$ cat config.mk
export PLATFORM = sky130hd
export DESIGN_NAME = rco_estimator
export DESIGN_NICKNAME = d
export VERILOG_FILES = /design/src/rtl/rco_pkg.sv /design/src/rtl/rco_period_timer.sv /design/src/rtl/rco_exchange.sv /design/src/rtl/rco_translator.sv /design/src/rtl/rco_estimator.sv
export SDC_FILE = /design/constraint.sdc
export NUM_CORES = 1
export LEC_CHECK = 0
export BUFFER_PORTS_ARGS = -buffer_cell sky130_fd_sc_hd__buf_4
export CORE_UTILIZATION = 33
export CTS_CLUSTER_DIAMETER = 60
export DETAILED_ROUTE_END_ITERATION = 10
export PLACE_DENSITY_LB_ADDON = 0.1
export RECOVER_POWER = 25
export SLEW_MARGIN = 10
export SYNTH_ARGS = -nofsm -noshare
export SYNTH_HDL_FRONTEND = slang
export SYNTH_SLANG_ARGS = --single-unit
$ cat constraint.sdc
create_clock -name clk -period 7.1 [get_ports clk]
set_clock_uncertainty 0.05 [all_clocks]
set_input_delay 1.42 -clock clk [delete_from_list [all_inputs] [get_ports clk]]
set_output_delay 1.42 -clock clk [all_outputs]
set_load 0.02 [all_outputs]
$ cat src/rtl/rco_pkg.sv
package rco_pkg;
  typedef enum logic [1:0] {XS_IDLE, XS_REQ, XS_WAIT} xstate_t;
  localparam logic DIR_TX = 1'b0;
  localparam logic DIR_RX = 1'b1;
endpackage

$ cat src/rtl/rco_period_timer.sv
module rco_period_timer #(
  parameter int PW = 16
) (
  input  logic          clk,
  input  logic          rst_n,
  input  logic [PW-1:0] period,
  output logic          tick
);
  logic [PW-1:0] cnt_q, cnt_d;
  logic [PW-1:0] reload;

  always_comb begin
    reload = (period == '0) ? '0 : period - 1'b1;
    tick   = (cnt_q == '0);
    cnt_d  = tick ? reload : cnt_q - 1'b1;
  end

  always_ff @(posedge clk or negedge rst_n) begin
    if (!rst_n) cnt_q <= '0;
    else        cnt_q <= cnt_d;
  end


  reload_bound_chk: assert property (@(posedge clk) disable iff (!rst_n)
    tick |=> (cnt_q <= $past(period)));
endmodule

$ cat src/rtl/rco_exchange.sv
module rco_exchange
  import rco_pkg::*;
#(
  parameter int TW = 32
) (
  input  logic          clk,
  input  logic          rst_n,
  input  logic          start,
  input  logic [TW-1:0] local_time,
  input  logic [TW-1:0] rtt_limit,
  output logic          req_valid,
  input  logic          req_ready,
  input  logic          rsp_valid,
  input  logic [TW-1:0] rsp_stamp,
  output logic [TW-1:0] offset,
  output logic          offset_valid
);
  xstate_t       state_q, state_d;
  logic [TW-1:0] ts1_q, ts1_d;
  logic [TW-1:0] off_q, off_d;
  logic          ovld_q, ovld_d;
  logic [TW-1:0] rtt, mid;
  logic          accept;

  always_comb begin
    state_d = state_q;
    ts1_d   = ts1_q;
    off_d   = off_q;
    ovld_d  = ovld_q;
    rtt     = local_time - ts1_q;
    mid     = ts1_q + (rtt >> 1);
    accept  = (rtt <= rtt_limit);
    unique case (state_q)
      XS_IDLE: if (start) state_d = XS_REQ;
      XS_REQ: if (req_ready) begin
        ts1_d   = local_time;
        state_d = XS_WAIT;
      end
      XS_WAIT: if (rsp_valid) begin
        state_d = XS_IDLE;
        if (accept) begin
          off_d  = mid - rsp_stamp;
          ovld_d = 1'b1;
        end
      end
      default: state_d = XS_IDLE;
    endcase
  end

  always_ff @(posedge clk or negedge rst_n) begin
    if (!rst_n) begin
      state_q <= XS_IDLE;
      ts1_q   <= '0;
      off_q   <= '0;
      ovld_q  <= 1'b0;
    end else begin
      state_q <= state_d;
      ts1_q   <= ts1_d;
      off_q   <= off_d;
      ovld_q  <= ovld_d;
    end
  end

  assign req_valid    = (state_q == XS_REQ);
  assign offset       = off_q;
  assign offset_valid = ovld_q;


  req_hold_chk: assert property (@(posedge clk) disable iff (!rst_n)
    (req_valid && !req_ready) |=> req_valid);

  valid_sticky_chk: assert property (@(posedge clk) disable iff (!rst_n)
    offset_valid |=> offset_valid);

  stray_rsp_chk: assert property (@(posedge clk) disable iff (!rst_n)
    (state_q != XS_WAIT) |=> ($stable(off_q) && $stable(ovld_q)));
endmodule

$ cat src/rtl/rco_translator.sv
module rco_translator #(
  parameter int TW = 32
) (
  input  logic          clk,
  input  logic          rst_n,
  input  logic          cnf_valid,
  input  logic          cnf_dir,
  input  logic [TW-1:0] cnf_stamp,
  input  logic [TW-1:0] offset,
  input  logic          offset_valid,
  output logic          out_valid,
  output logic          out_dir,
  output logic [TW-1:0] out_time,
  output logic          out_translated
);
  logic [TW-1:0] time_d;

  always_comb begin
    time_d = offset_valid ? cnf_stamp + offset : cnf_stamp;
  end

  always_ff @(posedge clk or negedge rst_n) begin
    if (!rst_n) begin
      out_valid      <= 1'b0;
      out_dir        <= 1'b0;
      out_time       <= '0;
      out_translated <= 1'b0;
    end else begin
      out_valid <= cnf_valid;
      if (cnf_valid) begin
        out_dir        <= cnf_dir;
        out_time       <= time_d;
        out_translated <= offset_valid;
      end
    end
  end


  out_follow_chk: assert property (@(posedge clk) disable iff (!rst_n)
    cnf_valid |=> out_valid);

  out_quiet_chk: assert property (@(posedge clk) disable iff (!rst_n)
    !cnf_valid |=> !out_valid);

  raw_pass_chk: assert property (@(posedge clk) disable iff (!rst_n)
    (out_valid && !out_translated) |-> (out_time == $past(cnf_stamp)));
endmodule

$ cat src/rtl/rco_estimator.sv
module rco_estimator #(
  parameter int TW = 32,
  parameter int PW = 16
) (
  input  logic          clk,
  input  logic          rst_n,
  input  logic [TW-1:0] local_time,
  input  logic [PW-1:0] period_cfg,
  input  logic [TW-1:0] rtt_limit,
  output logic          req_valid,
  input  logic          req_ready,
  input  logic          rsp_valid,
  input  logic [TW-1:0] rsp_stamp,
  input  logic          cnf_valid,
  input  logic          cnf_dir,
  input  logic [TW-1:0] cnf_stamp,
  output logic          out_valid,
  output logic          out_dir,
  output logic [TW-1:0] out_time,
  output logic          out_translated,
  output logic          offset_valid
);
  logic          tick;
  logic [TW-1:0] offset;

  rco_period_timer #(.PW(PW)) u_timer (
    .clk(clk), .rst_n(rst_n), .period(period_cfg), .tick(tick)
  );

  rco_exchange #(.TW(TW)) u_xchg (
    .clk(clk), .rst_n(rst_n), .start(tick), .local_time(local_time),
    .rtt_limit(rtt_limit), .req_valid(req_valid), .req_ready(req_ready),
    .rsp_valid(rsp_valid), .rsp_stamp(rsp_stamp),
    .offset(offset), .offset_valid(offset_valid)
  );

  rco_translator #(.TW(TW)) u_xlat (
    .clk(clk), .rst_n(rst_n), .cnf_valid(cnf_valid), .cnf_dir(cnf_dir),
    .cnf_stamp(cnf_stamp), .offset(offset), .offset_valid(offset_valid),
    .out_valid(out_valid), .out_dir(out_dir), .out_time(out_time),
    .out_translated(out_translated)
  );
endmodule

; ---- Word-level counts from Yosys, hierarchy flattened
; Index checks and enable logic that the tools add are counted.
[word_totals]
reg_bits = 118
[op_classes]
n_eq_ne = 5
reduce_logical = 6
muxes = 7
magnitude_cmp = 1
add_sub_neg = 6
[op_table]
columns = op, n
row1 = 32-bit subtractor, 2
row2 = 32-bit by 31-bit adder with 32-bit output, 1
row3 = 32-bit adder, 1
row4 = 32-bit less-or-equal comparator, 1
row5 = 16-bit zero test, 2
row6 = 16-bit two-way mux, 2
row7 = 32-bit two-way mux, 1
row8 = "16-bit by 1-bit subtractor with 16-bit output, second input constant", 2
row9 = 2-bit two-way mux, 3
row10 = 2-bit case mux with 3 select lines, 1
row11 = 3-bit AND reduction, 2
row12 = "2-bit != test, second input constant", 2
row13 = "2-bit by 1-bit equality test with 1-bit output, second input constant", 1
row14 = "2-bit equality test, second input constant", 1
row15 = 2-bit zero test, 1
row16 = "2-bit by 1-bit != test with 1-bit output, second input constant", 1
row17 = 2-bit AND reduction, 1

; ---- Depth between registers and ports, before layout
[logic_depth]
depth_word = 3
mapped_depth = 24

; ---- Modules after synthesis
; Synthesis repeated with hierarchy kept, for this count alone.
[unflattened]
cells_unflattened = 1340
hier_area_um2 = 11735.0
[modules_own_cells]
columns = module, instances, area_each_um2, seq_area_each_um2, cells_each
row1 = rco_exchange, 1, 7340.8, 1676.6, 831
row2 = rco_translator, 1, 3224.3, 875.8, 378
row3 = rco_period_timer, 1, 1169.9, 400.4, 131

; ---- Least setup slack after synthesis
; Ideal clock, no wire load.
[synth_timing]
path_kind = input-to-reg
start = input local_time[0]
end = register u_xchg.off_q[31], in the netlist u_xchg.offset[31]
setup_ps = 82
n_path_buf = 1
stages = 22
setup_slack_ps = 710
arrival_time_ps = 6258
required_time_ps = 6968
path_cell_list = inv_1 -> ha_1 -> fa_1 -> nor2b_1 -> o31a_1 -> o41a_1 -> a31o_2 -> o311ai_1 -> a21o_1 -> a311oi_1 -> a31oi_1 -> xnor2_1 -> fa_1 -> ha_1 -> clkbuf_1 -> a21o_1 -> a21oi_1 -> nor3b_1 -> a211oi_1 -> o31a_1 -> or3b_2 -> a31oi_1
[synth_via]
elab_chain_len = 3
word_cells_on_any_way = 5
cone_classes = 3 x add/sub / 1 x order compare / 1 x reduce/logical
[synth_rtl]
columns = item, line_no
row1 = "start, declared", rco_estimator.sv:7  ; input logic [TW-1:0] local_time,
row2 = 32-bit subtractor (*), rco_exchange.sv:30  ; rtt = local_time - ts1_q;
row3 = 32-bit by 31-bit adder with 32-bit output or 32-bit less-or-equal comparator (tied branches), "rco_exchange.sv:31, rco_exchange.sv:32"
row4 = 32-bit subtractor or 3-bit AND reduction (tied branches), n/a
row5 = "end signal, assigned", rco_exchange.sv:54  ; off_q <= '0;
row6 = "end signal, assigned", rco_exchange.sv:59  ; off_q <= off_d;
row7 = "end, declared", rco_exchange.sv:20  ; logic [TW-1:0] off_q, off_d;
; Every way passes the cells marked *; elsewhere a longest branch is shown, timed or not.
; A chain may end at the register's enable or synchronous reset.

; ---- Worst setup path after layout
; Ends and elaborated chain as after synthesis.

==> metrics.cfg <==
[clock_network]
cts_hold_buf = 0
ctsHtreeMaxLevel = 4
cts_tree = built
clk_pin_slew_ns = 0.06
numCtsBuffers = 17
clockRootBuffer = clkbuf_16
cts_max_path_buffers = 2
cts_resized = 0
cts.sinks = 118
postCtsSetupBuffers = 0
insertion_delay_ns = 0.43

[setup_path]
crit_required_ns = 7.39
crit_slowest_cell = fa_1
r2r_setup_slack_ns = 1.26
crit_path_start = local_time[0]
crit_path_end = u_xchg.offset[31]
cp-end-kind = flip-flop
arrival_ns = 6.89
crit_chain = buf_4, inv_1, ha_1, fa_1, nor2b_1, o31a_1, o41a_1, a31o_2, o311ai_1, a21o_1, a311oi_1, a31oi_1, xnor2_1, fa_1, ha_1, a21o_1, a21oi_1, nor3b_1, a211oi_1, o31a_1, or3b_2, a31oi_1
start_kind = input pin
path_class = in -> reg
worst_r2r_startpoint = u_xchg.ts1_q[2]
reg2reg_depth = 20
reg2reg_to = u_xchg.offset[31]
critPathMaxStageDelay_ns = 0.48
critPathMaxFanout = 7

[cells_and_area]
n_fill_cell = 3482
final_area_sq_um = 13800
multi_input_area_sq_um = 7780
drive_gt1_share_pct = 19.3
post-route-util_pct = 41.1
area_growth_pct = 22.1
final_nets = 1795
regArea_sq_um = 2950

[drt]
viasPerCell = 4.98
routed_wirelength_mm = 30.7
drc_errors = 0
via_count = 9688
routedWlPerCell_um = 15.8
drtIter0Drc = 592
ant_nets = 0
drt_first_pass_iters = 5

[global_routing]
busiest_layer = met2
grt_pass1_wl_mm = 49.3
grt_max_degree = 70
track_usage_pct = 17.8
use_met2_pct = 27.4
grt_use_met1_pct = 25.5
grt_overflow = 0
met3_usage_pct = 3.15
grt_antenna_before_repair = 2
grt_pass1_vias = 9411

[die]
die_h_um = 187
core_area_sq_um = 33700
io_pins = 187
die-area_sq_um = 35100
die_w_um = 187
rows = 67
initial_core_util_pct = 33.6

[timing]
drv_slew = 166
grt_setup_unrepaired = no
maxSlewHeadroom_pct = -119
fin_crit_sh_pct = 92.9
worst-slew-pin-transition_ns = 3.29
fmax_ghz = 0.152
hold_violations = 0
period_needed_ns = 6.60
tns_ns = 0
setup-violations-final = 0

[logic_synthesis]
async_flop_share_pct = 100
yosys_warnings = 0
synth_common_cells = ha_1 (129), inv_1 (128), a21oi_1 (118), dfrtp_1 (118), nor2_1 (104)
synth-simple-area-share_pct = 14.4
synthXorXnorAreaFrac_pct = 7.80
seq_area_frac_synth_pct = 26.1
synth-compound-area-share_pct = 21.2
synth.avg_cell_area_sq_um = 8.73
synth_mux_area_share_pct = 5.21
synth.area.top_cells = dfrtp_1 (26%), ha_1 (14%), fa_1 (5.8%)
synth-seq-cells = 118
synth_top_family_by_area = compound AO/OA/AOI/OAI gates
syn_inst = 1298
yosysUniqueCellTypes = 75
yosys.area.top_type = dfrtp_1
syn_nets = 1610
synth_ff_type = dfrtp_1
synth_most_common_cell = ha_1
synth_fa_ha_area_share_pct = 20.1
syn-cell-area_sq_um = 11300
synth_edf_count = 0
synth_top_area_share_pct = 26.1

[status]
violations = capacitance limit, slew limit
outcome = finished with violations

[flow_run]
maxCapViolCount = 3

[power]
irDropWorstVdd_uv = 169
leakage_nw = 6.58
power_density_nw_per_um2 = 206

[placed_design]
place_congestion = 0.857
port_buffers = 186
dpl.hpwl_mm = 25.0
placed_area_sq_um = 13200

[min_path]
hold_path_class = reg -> reg

-- cells by family after synthesis --
family / count (synthesis)
AND/OR/NAND/NOR: 337
multiplexers: 54
buffers and inverters: 158
adder cells (fa/ha/maj): 162
flip-flops: 118
XOR/XNOR: 101
AO/OA/AOI/OAI: 368
-- registers in the layout, indices dropped and copies added, names as in the netlist --
| register | flops |
|---|---|
| u_xlat.out_translated | 1 |
| u_xlat.out_valid | 1 |
| u_xchg.offset | 32 |
| u_xlat.out_dir | 1 |
| u_xchg.ts1_q | 32 |
| u_xchg.state_q | 2 |
| u_xchg.offset_valid | 1 |
| u_timer.cnt_q | 16 |
| u_xlat.out_time | 32 |
-- power by group --
group / total [W] / internal [W] / switching, W
logic: 0.00115 / 0.000515 / 0.000639
clock network: 0.000901 / 0.000554 / 0.000347
registers: 0.000797 / 0.000748 / 0.0000495
total: 0.00285 / 0.00182 / 0.00104
-- how the worst min path moves through the flow --
stage | startpoint | end | slack (ns) | cells after the start
3_3_place_gp | u_xchg.state_q[1] | u_xchg.state_q[0] | 0.43 | 1
6_report | u_xchg.state_q[1] | u_xchg.state_q[0] | 0.44 | 1
5_1_grt | u_xchg.ts1_q[9] | u_xchg.ts1_q[9] | 0.46 | 1
3_5_place_dp | u_xchg.state_q[1] | u_xchg.state_q[0] | 0.44 | 1
2_1_floorplan | u_xchg.state_q[1] | u_xchg.state_q[0] | 0.40 | 1
4_1_cts | u_xchg.state_q[1] | u_xchg.state_q[0] | 0.45 | 1
-- worst max-delay path: cells and delay by family --
family / cells / cell delay [ns]
buf+inv: 2 / 0.17
simple gates: 3 / 0.79
fa+ha+maj: 4 / 1.38
compound gates: 12 / 2.91
xor+xnor: 1 / 0.22
-- through the flow --
stage	instances	total power (W)	hold slack, ns	worst slack [ns]
2_1_floorplan	1298	0.00161	0.399	0.710
3_3_place_gp	1912	0.00197	0.427	0.215
3_5_place_dp	1912	0.00197	0.437	0.104
4_1_cts	1944	0.00289	0.446	0.543
5_1_grt	1946	0.00306	0.464	0.0853
6_report	1946	0.00285	0.444	0.505
-- per-layer routing --
metal,wire length [um],vias to the layer above,part of all wire (%)
met5,0,-,0
met1,15900,4472,52
li1,-,5020,-
met3,1140,18,3.7
met2,13300,178,43
met4,368,0,1.2
-- area by class of cell --
cell class	count	area share, %
multi-input cells	1022	56.2
flip-flops and latches	118	21.3
repair buffers	195	10.5
well taps	448	4.05
inverters	129	3.50
clock buffers	21	3.47
clock inverters	11	0.886
diodes	2	0.0362
-- cell usage in the layout, fill, tap and decap left out, types with 5 or more instances in the layout --
master	synthesis	final
or3_1	7	7
nor4_1	13	13
and3_1	9	9
clkbuf_16	0	17
nand2b_1	9	9
fa_1	33	33
o21a_1	21	21
mux2_2	40	40
dfrtp_1	118	118
o31a_1	6	6
or2_2	7	7
a211oi_1	9	9
nand4_1	18	18
nand3b_1	5	5
a31oi_1	19	19
a21oi_1	118	118
inv_1	128	128
nor2b_1	20	20
o21ai_0	54	54
o31ai_1	6	6
xnor2_1	59	59
a21o_1	56	56
o22ai_1	17	17
nand3_1	18	18
o21bai_1	12	12
ha_1	129	129
nor2_1	104	104
nor3_1	23	23
buf_4	1	191
mux2i_1	14	14
xor2_1	42	42
nand2_1	87	87
(Power assumes the default switching activity.)
